**src/rtl/qwb_pkg.sv**
```systemverilog
package qwb_pkg;

    localparam int IN_W   = 128;
    localparam int OUT_W  = 32;
    localparam int LANES  = IN_W / OUT_W;
    localparam int LANE_W = (LANES > 1) ? $clog2(LANES) : 1;
    localparam int BE_W   = OUT_W / 8;

    typedef struct packed {
        logic              busy;
        logic [LANE_W-1:0] lane;
        logic              last;
        logic [IN_W-1:0]   beat;
    } qwb_state_t;

endpackage

```
**src/rtl/qwb_lane_mux.sv**
```systemverilog
module qwb_lane_mux
    import qwb_pkg::*;
(
    input  logic [IN_W-1:0]   beat,
    input  logic [LANE_W-1:0] sel,
    output logic [OUT_W-1:0]  word
);

    logic [OUT_W-1:0] lane_words [LANES];

    for (genvar g = 0; g < LANES; g++) begin : g_lane
        assign lane_words[g] = beat[g*OUT_W +: OUT_W];
    end

    assign word = lane_words[sel];

endmodule

```
**src/rtl/qwb_addr_gen.sv**
```systemverilog
module qwb_addr_gen #(
    parameter int                ADDR_W    = 32,
    parameter int                STEP      = 4,
    parameter logic [ADDR_W-1:0] BASE_ADDR = '0
) (
    input  logic              clk,
    input  logic              rst_n,
    input  logic              step,
    input  logic              rewind,
    output logic [ADDR_W-1:0] addr
);

    logic [ADDR_W-1:0] addr_d, addr_q;

    always_comb begin
        addr_d = addr_q;
        if (rewind) begin
            addr_d = BASE_ADDR;
        end else if (step) begin
            addr_d = addr_q + ADDR_W'(STEP);
        end
    end

    always_ff @(posedge clk or negedge rst_n) begin
        if (!rst_n) begin
            addr_q <= BASE_ADDR;
        end else begin
            addr_q <= addr_d;
        end
    end

    assign addr = addr_q;

endmodule

```
**src/rtl/qw_word_bridge.sv**
```systemverilog
module qw_word_bridge
    import qwb_pkg::*;
#(
    parameter int                ADDR_W    = 32,
    parameter int                ID_W      = 8,
    parameter logic [ADDR_W-1:0] BASE_ADDR = '0,
    parameter logic [ID_W-1:0]   REQ_ID    = 8'd3
) (
    input  logic              clk,
    input  logic              rst_n,
    input  logic              in_valid,
    input  logic [IN_W-1:0]   in_data,
    input  logic              in_last,
    output logic              in_ready,
    output logic              wr_en,
    output logic [ADDR_W-1:0] wr_addr,
    output logic [OUT_W-1:0]  wr_data,
    output logic [BE_W-1:0]   wr_be,
    output logic [ID_W-1:0]   wr_id
);

    localparam logic [LANE_W-1:0] FINAL_LANE = LANE_W'(LANES - 1);

    qwb_state_t st_d, st_q;
    logic       accept;
    logic       lane_done;
    logic       rewind;

    assign accept    = in_valid && !st_q.busy;
    assign lane_done = st_q.busy && (st_q.lane == FINAL_LANE);
    assign rewind    = lane_done && st_q.last;

    always_comb begin
        st_d = st_q;
        if (st_q.busy) begin
            st_d.lane = st_q.lane + LANE_W'(1);
            if (lane_done) begin
                st_d.busy = 1'b0;
                st_d.lane = '0;
            end
        end else if (accept) begin
            st_d.busy = 1'b1;
            st_d.lane = '0;
            st_d.last = in_last;
            st_d.beat = in_data;
        end
    end

    always_ff @(posedge clk or negedge rst_n) begin
        if (!rst_n) begin
            st_q <= '0;
        end else begin
            st_q <= st_d;
        end
    end

    qwb_lane_mux u_mux (
        .beat (st_q.beat),
        .sel  (st_q.lane),
        .word (wr_data)
    );

    qwb_addr_gen #(
        .ADDR_W    (ADDR_W),
        .STEP      (BE_W),
        .BASE_ADDR (BASE_ADDR)
    ) u_addr (
        .clk    (clk),
        .rst_n  (rst_n),
        .step   (st_q.busy),
        .rewind (rewind),
        .addr   (wr_addr)
    );

    assign in_ready = !st_q.busy;
    assign wr_en    = st_q.busy;
    assign wr_be    = {BE_W{st_q.busy}};
    assign wr_id    = REQ_ID;

endmodule

```
**config.mk**
```make
export PLATFORM = sky130hd
export DESIGN_NAME = qw_word_bridge
export DESIGN_NICKNAME = d
export VERILOG_FILES = /design/src/rtl/qwb_pkg.sv /design/src/rtl/qwb_lane_mux.sv /design/src/rtl/qwb_addr_gen.sv /design/src/rtl/qw_word_bridge.sv
export SDC_FILE = /design/constraint.sdc
export NUM_CORES = 1
export LEC_CHECK = 0
export BUFFER_PORTS_ARGS = -buffer_cell sky130_fd_sc_hd__buf_2
export CORE_MARGIN = 5
export CORE_UTILIZATION = 47
export DETAILED_ROUTE_END_ITERATION = 8
export PLACE_DENSITY = 0.76
export SYNTH_ARGS = -nofsm -noshare
export SYNTH_HDL_FRONTEND = slang
export SYNTH_SLANG_ARGS = --single-unit
```
**constraint.sdc**
```tcl
create_clock -name clk -period 1.85 [get_ports clk]
set_input_delay 0.37 -clock clk [delete_from_list [all_inputs] [get_ports clk]]
set_output_delay 0.37 -clock clk [all_outputs]
set_load 0.05 [all_outputs]
```
After elaboration in Yosys (flattened, before gate mapping)
Cells that the tools add are included.

storage, ports and cells
  flip-flop bits (word level) = 164
  output and inout bits = 78
  input port bits = 132
  logic and storage cells = 26

cells by class
  mux-type cells = 8
  order comparisons = 1
  $add $sub $neg = 2
  bitwise logic cells = 2
  eq/ne operators = 1
  reductions and logical operators = 7

operator list
  kind                                           count
  two-way mux 132 bit                            1
  two-way mux 32 bit                             4
  binary-select mux 32 bit (select 2 bit)        1
  adder 32 x 3 -> 32 bit, second input constant  1
  two-way mux 3 bit                              2
  nonzero test 2 bit                             2
  >= comparator 3 bit, second input constant     1
  logical AND 1 bit                              3
  inverter 2 -> 3 bit                            1
  adder 2 x 1 -> 2 bit, second input constant    1
  == test 2 bit, second input constant           1
  AND reduction 2 bit                            1
  logical NOT 1 bit                              1
  inverter 1 bit                                 1

Logic depth before layout (Yosys ltp)
Gate-level depths: netlist (run 1).

  depth in word-level cells = 4
  mapped depth = 6

Hierarchy
From an unflattened synthesis (run 1), not the netlist that was laid out.

unflattened totals
  cell total of the unflattened synthesis = 502
  area, all modules = 7873.8 µm²

by module, submodules not included
  module          cells each  times used  area each (µm²)
  qw_word_bridge  300         1           5442.7
  qwb_addr_gen    163         1           1616.6
  qwb_lane_mux    39          1           814.5

Least setup slack after synthesis (run 1)
OpenSTA, ideal clock, no wires.

  kind = register -> register
  from = register u_addr.addr_q[7], in the netlist u_addr.addr[7]
  to = register u_addr.addr_q[26], in the netlist u_addr.addr[26]
  arrival = 2071 ps
  stages on the path, launching flop included = 7
  path buffers = 2
  period minus slack after synthesis = 2150 ps
  slack = -300 ps
  cells stage by stage = dfrtp_1 > nand4_2 > or3_1 > clkbuf_2 > buf_2 > nor4_1 > mux2i_1

on the way
  longest elaborated chain between the ends = 3

ends and longest elaborated chain
  item                    RTL line            source
  start, declared         qwb_addr_gen.sv:13  logic [ADDR_W-1:0] addr_d, addr_q;
  start signal, assigned  qwb_addr_gen.sv:28  addr_q <= addr_d;
  adder 32 x 3 -> 32 bit  qwb_addr_gen.sv:20  addr_d = addr_q + ADDR_W'(STEP);
  two-way mux 32 bit      qwb_addr_gen.sv:19  end else if (step) begin
  two-way mux 32 bit      qwb_addr_gen.sv:17  if (rewind) begin

Every way passes these cells. The select of a mux whose other input is x is not followed.
A chain may end at the register's enable or synchronous reset.

Final worst setup path (run 1)
  from = register st_q[129] in the netlist's numbering
  to = output port wr_data[30]

on the way
  longest elaborated chain between the ends = 4

ends and longest elaborated chain
  item                                                   RTL line              source
  start, declared                                        qw_word_bridge.sv:24  qwb_state_t st_d, st_q;
  start signal, assigned                                 qw_word_bridge.sv:53  st_q <= st_d;
  inverter 2 -> 3 bit (not written as such)              qwb_lane_mux.sv:15    assign word = lane_words[sel];
  binary-select mux 32 bit (select 2 bit)                qwb_lane_mux.sv:15
  two-way mux 32 bit (not written as such) (2 in a row)  qwb_lane_mux.sv:15
  end, declared                                          qw_word_bridge.sv:17  output logic [OUT_W-1:0] wr_data,

Every way passes these cells. The select of a mux whose other input is x is not followed.

==> key figures, run 1 <==
Outcome
  – Status: complete, but fails checks
  – Violations in the final reports: negative setup slack

Place
  – Number of buffer cells added on primary ports: around 200
  – Post-placement cell count: 914
  – Pre-CTS worst setup slack: between 10 and 15 ps
  – HPWL reported at the end of detailed placement: 13.2 mm
  – Placer's final routability congestion estimate: 0.863

Die
  – Floorplan die area: 18,200 sq um
  – Initial Utilization: 48.1%
  – Core Area: 15,300 sq um
  – Horizontal die dimension: 135 microns
  – Count of boundary I/O pins: 210
  – Vertical extent of the die: ~130 microns
  – Row Count: 45

Clock tree
  – Level count of the clock H-tree: 4
  – Clock-pin transition on the worst setup and hold timing paths: 70 ps
  – Clock sink total: 162
  – Maximum root-to-sink buffer count: 2
  – Root Buffer Master: sky130_fd_sc_hd__clkbuf_16
  – Insertion delay of the later-clocked pin in the worst-skew pair: 420 ps
  – TritonCTS clock tree: done
  – Number of clock buffers inserted by TritonCTS: 17

Critical path
  – Critical path class: reg -> out
  – Kind of capture point of the worst setup path: output port
  – Worst-path maximum fanout: 13
  – Critical path data arrival time: 1800 ps
  – Longest individual stage delay on the worst path: 560 ps
  – CP cell instances: buf_12 -> mux4_2 -> buf_6
  – CP max stage cell: sky130_fd_sc_hd__mux4_2
  – Data required time at the worst endpoint: ~1500 ps
  – CP startpoint kind: flip-flop

Drt
  – Post-route DRC violation count: 0
  – Detailed-route vias per instance: approximately 5.4
  – Final routed wire length divided by cell count: between 15 and 20 microns
  – Final routed wirelength across all metal layers: 18.7 mm
  – Initial drt markers: 199
  – 1st-pass router iterations: 4
  – Number of routed nets with antenna violations: 0
  – Total via count after detailed routing: 5,207

Logic synthesis
  – Area contributors post-synth: sky130_fd_sc_hd__dfrtp_1, sky130_fd_sc_hd__mux2_2, sky130_fd_sc_hd__mux4_2
  – Share of synthesized area occupied by flip-flops and latches: 55.3%
  – Async SR Flop Fraction: 100%
  – Count of distinct cell types in the synthesized netlist: 38
  – Post-synthesis cell type with the largest combined area: sky130_fd_sc_hd__dfrtp_1
  – Most common library cells after synthesis: sky130_fd_sc_hd__dfrtp_1, sky130_fd_sc_hd__mux2_2, sky130_fd_sc_hd__mux4_2, sky130_fd_sc_hd__clkbuf_1, sky130_fd_sc_hd__nand2_1
  – Most used standard cell by instance count after synthesis: sky130_fd_sc_hd__dfrtp_1
  – Mapped cell area: 7330 sq um
  – Proportion of netlist area held by the largest area contributor: 55.3%
  – Cells after Synth: between 500 and 600
  – Post-synth EDFFs: 0
  – Top flip-flop cell by instance count after synthesis: sky130_fd_sc_hd__dfrtp_1
  – Total number of yosys warnings: 0
  – Average cell area after synthesis: 14.4 sq um
  – Post-synthesis register bit count: 162

Global route
  – Wire length of the first global-routing pass: 29.6 mm
  – Remaining Overflow, GRT: 0
  – Global router's overall resource usage: 21.0%
  – Maximum number of pins on one net before global-route repair: 46
  – Vias in the first global route: 5,692
  – Initial antenna violation count: 1

Run
  – Maxcap violations: 0

Worst hold path
  – Hold crit path type: in -> reg

Pwr
  – Total Power Consumption: approximately 19,000 uW
  – Worst IR drop on VDD: 1.57 mV
  – Lkg Pwr: 0.00435 uW
  – Power per cell area: between 1500 and 2000 nW/um^2

Finish
  – Utilization after layout: roughly 64%
  – Area growth from synthesis to layout: 33.1%
  – Net count, final: 865
  – Non-filler instance count after layout: 956
  – Fraction of layout instances using a drive strength above 1: 63.2%
  – Fill cell instance count of the final layout: between 1,000 and 1,500

Timing
  – Smallest setup slack after layout: -318 ps
  – Hold slack: 172 ps
  – Final worst-path cycle share: 117%
  – Final number of max-transition violations: 0
  – Max Clock Skew: 8.80 ps
  – Endpoints failing setup: 32
  – Final min period: 2170 ps
  – Hold Violations, Final: 0
  – Unrepaired setup endpoints after global routing: true
  – Maximum frequency from static timing analysis: ~460 MHz
## layout by cell type (no fill, tap or decap), drive strengths merged, types with 3 or more instances in the layout
master    n
nor3      3
conb     10
a21oi    14
nand4     9
mux2i     4
dfrtp   162
or4       9
xnor2     4
and4      5
nand2b    8
or3       6
inv      10
mux2    129
mux4     32
clkbuf   20
nor2     12
xor2      5
o21ai     6
clkinv    3
o31ai     8
nand3    10
nand2    20
buf     237
## layer usage
layer / GRT usage (%) / share of wire, % / vias to the layer above
met5: 0 / 0 / -
met4: 8.37 / 3.0 / 0
met3: 7.49 / 8.8 / 48
met2: 34.9 / 50 / 241
met1: 25.1 / 38 / 2598
li1: - / - / 2320
## worst max-delay path: cells and delay by family, from the launching register on
kind                   cells  cell delay, ps
buffers and inverters      2             370
muxes                      1             560
DFF                        1             440
## registers in the layout (all words and copies together) (netlist names)
signal / cells
st_q: 131
u_addr.addr: 30
wr_en: 1
## power breakdown
part | switching (uW) | leakage [uW] | internal (uW) | total [uW]
combinational | 5290 | 0.00214 | 4390 | 9680
clock | 1520 | 0.000290 | 1970 | 3490
sequential | 930 | 0.00192 | 5110 | 6040
## stage by stage
step	instance area (sq um)	setup TNS, ps
5_1_grt	9760	-10780
3_3_place_gp	8790	0
4_1_cts	9670	-10550
3_5_place_dp	8790	0
2_1_floorplan	7430	-253
6_report	9760	-8800
## area by class of cell
cell class / instances / area, sq um / area share (%)
inverter: 2 / 7.51 / 0.0769
timing repair buffer: 239 / 1680 / 17.2
multi-input combinational: 309 / 3130 / 32.0
sequential: 162 / 4090 / 41.9
tap: 211 / 264 / 2.70
antenna: 1 / 2.50 / 0.0256
clock inverter: 13 / 139 / 1.42
clock buffer: 19 / 453 / 4.64
## path summary, 6_finish.rpt
path                                            start                     endpoint  slack (ps)  depth (start not counted)
hold / removal                           in_data[117]        st_q[117]$_DFFE_PN0P_         170                          2
max in group asynchronous                       rst_n         st_q[17]$_DFFE_PN0P_         850                          3
setup / recovery                st_q[129]$_DFFE_PN0P_                  wr_data[30]        -320                          3
min in group asynchronous                       rst_n  u_addr.addr[17]$_DFFE_PN0P_         420                          2
setup reg to reg           u_addr.addr[9]$_DFFE_PN0P_  u_addr.addr[20]$_DFFE_PN0P_          20                          6
hold reg to reg                  st_q[66]$_DFFE_PN0P_         st_q[66]$_DFFE_PN0P_         500                          1
## cell families after synthesis
group                      share of synthesized area [%]
other                                              0.102
xor gates and xnor gates                            1.07
adders and majority gates                          0.341
muxes                                               30.2
DFF                                                 55.3
and+or+nand+nor                                     6.67
AOI/OAI and AO/OA                                   2.97
buffers and inverters                               3.38
## what timing repair did
action	in CTS	in global routing
buffers inserted	3	4
endpoints found under the setup margin	34	43
cloned	1	1
gates resized for setup	69	15
hold buffers	1	0
endpoints found under the hold margin	30	0
pin swaps	0	7
(Power assumes the default switching activity.)
==> inputs of run 2 (changes only) <==
--- a/config.mk
+++ b/config.mk
@@ -5,9 +5,10 @@
 export SDC_FILE = /design/constraint.sdc
 export NUM_CORES = 1
 export LEC_CHECK = 0
+export ABC_AREA = 1
 export BUFFER_PORTS_ARGS = -buffer_cell sky130_fd_sc_hd__buf_2
 export CORE_MARGIN = 5
-export CORE_UTILIZATION = 47
+export CORE_UTILIZATION = 48
 export DETAILED_ROUTE_END_ITERATION = 8
 export PLACE_DENSITY = 0.76
 export SYNTH_ARGS = -nofsm -noshare
==> run 2 against run 1 <==
Effect of this change: the flow still finishes with violations (negative setup slack); clock skew is 2.0 ps higher; fmax rose by 5.5%; combinational power grew 37%.
==> key figures, run 2 <==
Clock tree
  – Clock sink total: between 150 and 200
  – Level count of the clock H-tree: 4
  – Maximum root-to-sink buffer count: 2
  – Clock-pin transition on the worst setup and hold timing paths: 70 ps
  – Insertion delay of the later-clocked pin in the worst-skew pair: around 420 ps
  – TritonCTS clock tree: done
  – Root Buffer Master: sky130_fd_sc_hd__clkbuf_16
  – Number of clock buffers inserted by TritonCTS: 17

Critical path
  – CP startpoint kind: flip-flop
  – Crit path max-delay family: buffers and inverters
  – CP max stage cell: sky130_fd_sc_hd__dfrtp_2
  – Critical path class: reg -> out
  – CP most frequent cell: sky130_fd_sc_hd__buf_6
  – Worst-case register-to-register setup slack: around 90 ps
  – Number of buffer and inverter stages on the critical path: 3
  – Kind of capture point of the worst setup path: output port
  – Data required time at the worst endpoint: around 1500 ps
  – Critical path data arrival time: 1690 ps
  – Longest individual stage delay on the worst path: 430 ps
  – CP cell instances: buf_6 -> clkbuf_16 -> o21ai_1 -> o22ai_2 -> buf_6
  – Worst-path maximum fanout: 11

Logic synthesis
  – Post-synth EDFFs: 0
  – Simple-gate area share of the yosys netlist: 12.4%
  – Total number of yosys warnings: 0
  – Most used standard cell by instance count after synthesis: sky130_fd_sc_hd__dfrtp_1
  – Share of synthesized area occupied by flip-flops and latches: 50.2%
  – Top flip-flop cell by instance count after synthesis: sky130_fd_sc_hd__dfrtp_1
  – Async SR Flop Fraction: 100%
  – Proportion of netlist area held by the largest area contributor: 50.2%
  – Adder-cell share of the synthesized area: 0.310%
  – Area contributors post-synth: sky130_fd_sc_hd__dfrtp_1, sky130_fd_sc_hd__mux2_4, sky130_fd_sc_hd__nor2_1
  – Post-synthesis cell type with the largest combined area: sky130_fd_sc_hd__dfrtp_1
  – Cells after Synth: 751
  – Mux share of post-synthesis cell area: 22.6%
  – Main combinational cell family by area after synthesis: multiplexers
  – Mapped cell area: 8080 sq um
  – Most common library cells after synthesis: sky130_fd_sc_hd__dfrtp_1, sky130_fd_sc_hd__nor2_1, sky130_fd_sc_hd__mux2_4, sky130_fd_sc_hd__nand2_1, sky130_fd_sc_hd__o21ai_0
  – Average cell area after synthesis: 10.8 sq um
  – Count of distinct cell types in the synthesized netlist: 29
  – Share of the synthesized area in compound gates (AO/OA/AOI/OAI): around 8.4%
  – Post-synthesis register bit count: 162
  – XOR/XNOR share of the synthesized area: 0%

Timing
  – Unrepaired setup endpoints after global routing: true
  – Endpoints failing setup: 32
  – Final number of max-transition violations: 0
  – Final worst-path cycle share: 111%
  – Smallest setup slack after layout: -206 ps
  – Hold Violations, Final: 0
  – Final min period: 2060 ps
  – Max Clock Skew: 10.8 ps
  – Maximum frequency from static timing analysis: around 490 MHz

Die
  – Count of boundary I/O pins: 210
  – Floorplan die area: 19,500 sq um
  – Initial Utilization: ~49%
  – Row Count: 47
  – Vertical extent of the die: 140 microns
  – Core Area: 16,500 sq um
  – Horizontal die dimension: between 100 and 150 microns

Worst hold path
  – Hold crit path type: in -> reg

Place
  – HPWL reported at the end of detailed placement: ~15 mm
  – Post-placement cell count: 1,150
  – Placer's final routability congestion estimate: just under 0.9
  – Number of buffer cells added on primary ports: 199

Run
  – Maxcap violations: 0

Drt
  – Detailed-route vias per instance: 5.30
  – Post-route DRC violation count: 0
  – Final routed wire length divided by cell count: 18.6 microns
  – 1st-pass router iterations: 5
  – Total via count after detailed routing: approximately 6,300
  – Initial drt markers: around 270
  – Final routed wirelength across all metal layers: 22.2 mm
  – Number of routed nets with antenna violations: 0

Finish
  – Register name with the most flops: st_q
  – Net count, final: 1,093
  – Non-filler instance count after layout: 1,193
  – Total area of multi-input combinational cells: 4320 sq um
  – Leading cell types in the layout, fill and taps excluded: sky130_fd_sc_hd__buf_2, sky130_fd_sc_hd__dfrtp_1, sky130_fd_sc_hd__mux2_4
  – Utilization after layout: 67.3%
  – Register area: about 4000 sq um
  – Most frequent standard cell in the layout excluding fill and tap cells: sky130_fd_sc_hd__buf_2
  – Max reg flops: 131
  – Fraction of layout instances using a drive strength above 1: between 50% and 60%
  – Area growth from synthesis to layout: 37.6%
  – Fill cell instance count of the final layout: 1,206

Pwr
  – Sw power: 10,100 uW
  – Sequential fraction of design power: between 20 and 30%
  – Worst IR drop on VDD: roughly 1.7 mV
  – Total Power Consumption: 23,200 uW
  – Share of total power consumed by net switching: 43.7%
  – Power per cell area: 2080 nW/um^2
  – Fraction of power consumed by combinational cells: 57.3%
  – Cell-internal power: ~13,000 uW
  – Lkg Pwr: 0.00537 uW
  – Share of total power in the clock network: around 15%

Global route
  – Global router's overall resource usage: 21.2%
  – Vias in the first global route: 6,449
  – Wire length of the first global-routing pass: 33.5 mm
  – Remaining Overflow, GRT: 0
  – Maximum number of pins on one net before global-route repair: 57
  – Initial antenna violation count: 5

Outcome
  – Violations in the final reports: negative setup slack
  – Status: complete, but fails checks
==> run 2: changes by cell type after synthesis, moves of 33 or more <==
| cell | before | now |
|---|---|---|
| sky130_fd_sc_hd__nand2_1 | 20 | 75 |
| sky130_fd_sc_hd__mux2_4 | 0 | 99 |
| sky130_fd_sc_hd__nor2_1 | 12 | 126 |
| sky130_fd_sc_hd__o21ai_0 | 6 | 75 |
| sky130_fd_sc_hd__mux2_2 | 129 | 30 |
| sky130_fd_sc_hd__inv_1 | 2 | 35 |
==> run 2: final timing paths <==
check,start,endpoint,cells after the start
hold reg to reg,st_q[63]$_DFFE_PN0P_,st_q[63]$_DFFE_PN0P_,1
setup / recovery,st_q[129]$_DFFE_PN0P_,wr_data[25],5
setup reg to reg,st_q[129]$_DFFE_PN0P_,u_addr.addr[9]$_DFFE_PN0P_,7
min in group asynchronous,rst_n,st_q[94]$_DFFE_PN0P_,2
hold / removal,in_data[69],st_q[69]$_DFFE_PN0P_,2
max in group asynchronous,rst_n,st_q[129]$_DFFE_PN0P_,3
==> run 2: area by class of cell <==
cell class                      count  area share, %
Tap cell                          220           2.48
Sequential cell                   162           36.5
Inverter                           36           1.31
Timing Repair Buffer              233           15.6
Clock buffer                       19           4.07
Multi-Input combinational cell    509           38.9
Antenna cell                        2         0.0450
Clock inverter                     12           1.11
==> run 2: stage by stage <==
step / instance area, sq um / setup TNS, ps / worst slack (ps) / hold slack (ps)
finish: 11100 / -5290 / -206 / 172
floorplan: 8520 / -8.18 / -8.18 / 74.4
CTS: 10500 / -6250 / -236 / 155
global placement: 9760 / 0 / 130 / 283
detailed placement: 9760 / 0 / 124 / 282
global route: 11100 / -7210 / -256 / 160
==> run 2: cell families (layout without fill, tap and decap cells) <==
| family | count (synthesis) | in the layout |
|---|---|---|
| compound gates | 126 | 126 |
| mux | 129 | 129 |
| fa+ha+maj | 2 | 2 |
| buf+inv | 88 | 300 |
| simple gates | 242 | 242 |
| other cells | 2 | 12 |
| flops | 162 | 162 |
==> run 2: power by group through the flow <==
| stage | Sequential, uW | Combinational (uW) | Clock, uW |
|---|---|---|---|
| after floorplan | 6050 | 8650 | 0 |
| after global placement | 6080 | 10700 | 0 |
| after detailed placement | 6100 | 10900 | 0 |
| after CTS | 6110 | 11900 | 3520 |
| after global routing | 6580 | 13900 | 3660 |
| final | 6420 | 13300 | 3480 |
==> run 2: per-layer routing <==
metal  GRT usage (%)  wire (microns)  up-vias
met4            5.35             332        8
met5               0              48        -
met3            6.76            1500       38
met2            34.8           11100      197
li1                -               -     2956
met1            27.4            9300     3125
==> run 2: what timing repair did <==
item	CTS	global route
resized for setup	95	150
endpoints found under the setup margin	32	37
pin swaps	0	1
endpoints found under the hold margin	29	0
hold buffers	1	0
gates cloned	0	7
buffers inserted	0	3
==> run 2: worst reg2reg max path, stage by stage (launching register included) <==
cell	delay [ps]
sky130_fd_sc_hd__dfrtp_2	430
sky130_fd_sc_hd__buf_6	160
sky130_fd_sc_hd__buf_6	220
sky130_fd_sc_hd__ha_1	250
sky130_fd_sc_hd__nand3_4	130
sky130_fd_sc_hd__buf_4	210
sky130_fd_sc_hd__o21ai_0	130
sky130_fd_sc_hd__a2bb2oi_1	100
==> inputs of run 3 (changes only) <==
--- a/config.mk
+++ b/config.mk
@@ -8,9 +8,9 @@
 export ABC_AREA = 1
 export BUFFER_PORTS_ARGS = -buffer_cell sky130_fd_sc_hd__buf_2
 export CORE_MARGIN = 5
-export CORE_UTILIZATION = 48
+export CORE_UTILIZATION = 49
 export DETAILED_ROUTE_END_ITERATION = 8
-export PLACE_DENSITY = 0.76
+export PLACE_DENSITY = 0.75
 export SYNTH_ARGS = -nofsm -noshare
 export SYNTH_HDL_FRONTEND = slang
 export SYNTH_SLANG_ARGS = --single-unit
==> constraint.sdc (replaced) <==
create_clock -name clk -period 2.2 [get_ports clk]
set_input_delay 0.44 -clock clk [delete_from_list [all_inputs] [get_ports clk]]
set_output_delay 0.44 -clock clk [all_outputs]
set_load 0.05 [all_outputs]
==> run 3 against run 2 <==
Effect of this change: the run now ends clean; combinational power fell by 35%; register-to-register slack better by 390 ps; hold slack better by 76 ps; critical path type unchanged; critical endpoint is now wr_data[0]; largest power group unchanged; highest routed layer unchanged.
==> key figures, run 3 (synthesis results as in run 2) <==
Critical path
  – Worst-path maximum fanout: 18
  – CP startpoint kind: flip-flop
  – Critical path data arrival time: 1720 ps
  – Critical path class: reg -> out
  – Data required time at the worst endpoint: ~1800 ps
  – Kind of capture point of the worst setup path: output port

Pwr
  – Share of total power in the clock network: 17.7%
  – Total Power Consumption: ~17,000 uW
  – Cell-internal power: 9640 uW
  – Fraction of power consumed by combinational cells: 51.4%
  – Sequential fraction of design power: 30.8%
  – Share of total power consumed by net switching: 42.3%
  – Sw power: 7070 uW
  – Power per cell area: between 1500 and 2000 nW/um^2
  – Lkg Pwr: 0.00518 uW
  – Worst IR drop on VDD: ~1.4 mV

Drt
  – Final routed wirelength across all metal layers: 20.5 mm
  – Number of routed nets with antenna violations: 0
  – 1st-pass router iterations: 8
  – Total via count after detailed routing: roughly 6,200
  – Initial drt markers: around 330
  – Final routed wire length divided by cell count: 17.4 microns
  – Detailed-route vias per instance: 5.22
  – Post-route DRC violation count: 0

Place
  – Placement-stage cell area: 9480 sq um
  – HPWL reported at the end of detailed placement: 14.6 mm
  – Pre-CTS worst setup slack: ~380 ps
  – Placer's final routability congestion estimate: ~0.9
  – Number of buffer cells added on primary ports: between 150 and 200

Timing
  – Worst Max-Slew Pin Slew: 544 ps
  – Endpoints failing setup: 0
  – Hold Violations, Final: 0
  – Smallest setup slack after layout: 41.8 ps
  – Final min period: 2160 ps
  – Max Clock Skew: 12.3 ps
  – Final worst-path cycle share: 98.1%
  – Final number of max-transition violations: 0
  – Final sum of negative setup slack: 0 ps
  – Worst max-slew margin expressed relative to the limit: a little under two thirds
  – Maximum frequency from static timing analysis: roughly 460 MHz
  – Unrepaired setup endpoints after global routing: true

Clock tree
  – TritonCTS clock tree: done
  – Clock sink total: 162
  – Root Buffer Master: sky130_fd_sc_hd__clkbuf_16
  – Level count of the clock H-tree: 4
  – Maximum root-to-sink buffer count: 2
  – Number of clock buffers inserted by TritonCTS: 17
  – Clock-pin transition on the worst setup and hold timing paths: 60 ps
  – Insertion delay of the later-clocked pin in the worst-skew pair: 420 ps

Die
  – Floorplan die area: 19,200 sq um
  – Vertical extent of the die: 138 microns
  – Core Area: roughly 16,000 sq um
  – Row Count: 47
  – Initial Utilization: 49.3%
  – Horizontal die dimension: between 100 and 150 microns
  – Count of boundary I/O pins: 210

Global route
  – Initial antenna violation count: 5
  – Remaining Overflow, GRT: 0
  – Vias in the first global route: ~6,200
  – Wire length of the first global-routing pass: 32.4 mm
  – Global router's overall resource usage: 20.8%
  – Maximum number of pins on one net before global-route repair: 55

Finish
  – Net count, final: 1,081
  – Final non-filler cell area: 10,200 sq um
  – Most frequent standard cell in the layout excluding fill and tap cells: sky130_fd_sc_hd__buf_2
  – Final antenna diode count: 0
  – Area growth from synthesis to layout: 26.1%
  – Fraction of layout instances using a drive strength above 1: 44.0%
  – Leading cell types in the layout, fill and taps excluded: sky130_fd_sc_hd__buf_2, sky130_fd_sc_hd__dfrtp_1, sky130_fd_sc_hd__nor2_1
  – Register name with the most flops: st_q
  – Utilization after layout: between 60% and 70%
  – Max reg flops: between 100 and 150

Outcome
  – Status: finished, final reports clean

Worst hold path
  – Hold crit path type: in -> reg

Run
  – Maxcap violations: 0
run 3: repair_timing:
item                                    4_1_cts  5_1_grt
endpoints found under the setup margin       15       31
hold buffers                                  1        0
buffers inserted                              0        0
gates cloned                                  0        1
pin swaps                                     0        0
hold endpoints to repair                      2        0
gates resized for setup                       7       25
run 3: power groups by stage:
stage	Clock, uW	Combinational, uW	Sequential [uW]
after global placement	0	8130	5110
after detailed placement	0	8270	5120
after floorplan	0	6500	5090
after CTS	3020	8370	5120
final	2960	8600	5150
after global routing	3140	9110	5290
run 3: final timing paths:
kind	endpoint	start	slack (ps)	depth (start not counted)
min in group asynchronous	u_addr.addr[13]$_DFFE_PN0P_	rst_n	560	2
hold reg to reg	st_q[128]$_DFFE_PN0P_	st_q[128]$_DFFE_PN0P_	500	1
setup / recovery	wr_data[0]	st_q[129]$_DFFE_PN0P_	40	5
hold / removal	st_q[51]$_DFFE_PN0P_	in_data[51]	250	2
max in group asynchronous	st_q[88]$_DFFE_PN0P_	rst_n	1000	3
setup reg to reg	u_addr.addr[14]$_DFFE_PN0P_	st_q[129]$_DFFE_PN0P_	480	8
run 3: layout make-up:
type / instances / area (sq um)
clock inverter: 8 / 100
sequential: 162 / 4060
timing repair buffer: 221 / 1370
multi-input combinational: 509 / 3760
fill: 1297 / 6220
clock buffer: 24 / 492
tap: 220 / 275
inverter: 36 / 140
run 3: metal layers:
metal	part of all wire, %	vias up	GRT usage (%)
met2	48	229	33.1
li1	-	2920	-
met3	8.3	26	6.63
met1	42	2975	27.7
met4	1.0	10	5.72
met5	0.31	-	0
run 3: through the flow:
stage | hold WS, ps | std cells
after detailed placement | 447 | 1146
after global routing | 233 | 1180
final | 248 | 1180
after global placement | 445 | 1146
after floorplan | 144 | 759
after CTS | 230 | 1179
run 3: worst max-delay path, cell delays in order, from the launching register on:
cell and delay [ps]:
sky130_fd_sc_hd__dfrtp_2 440, sky130_fd_sc_hd__inv_4 140, sky130_fd_sc_hd__clkbuf_16 200, sky130_fd_sc_hd__o21ai_0 120, sky130_fd_sc_hd__o22ai_1 170, sky130_fd_sc_hd__buf_4 230
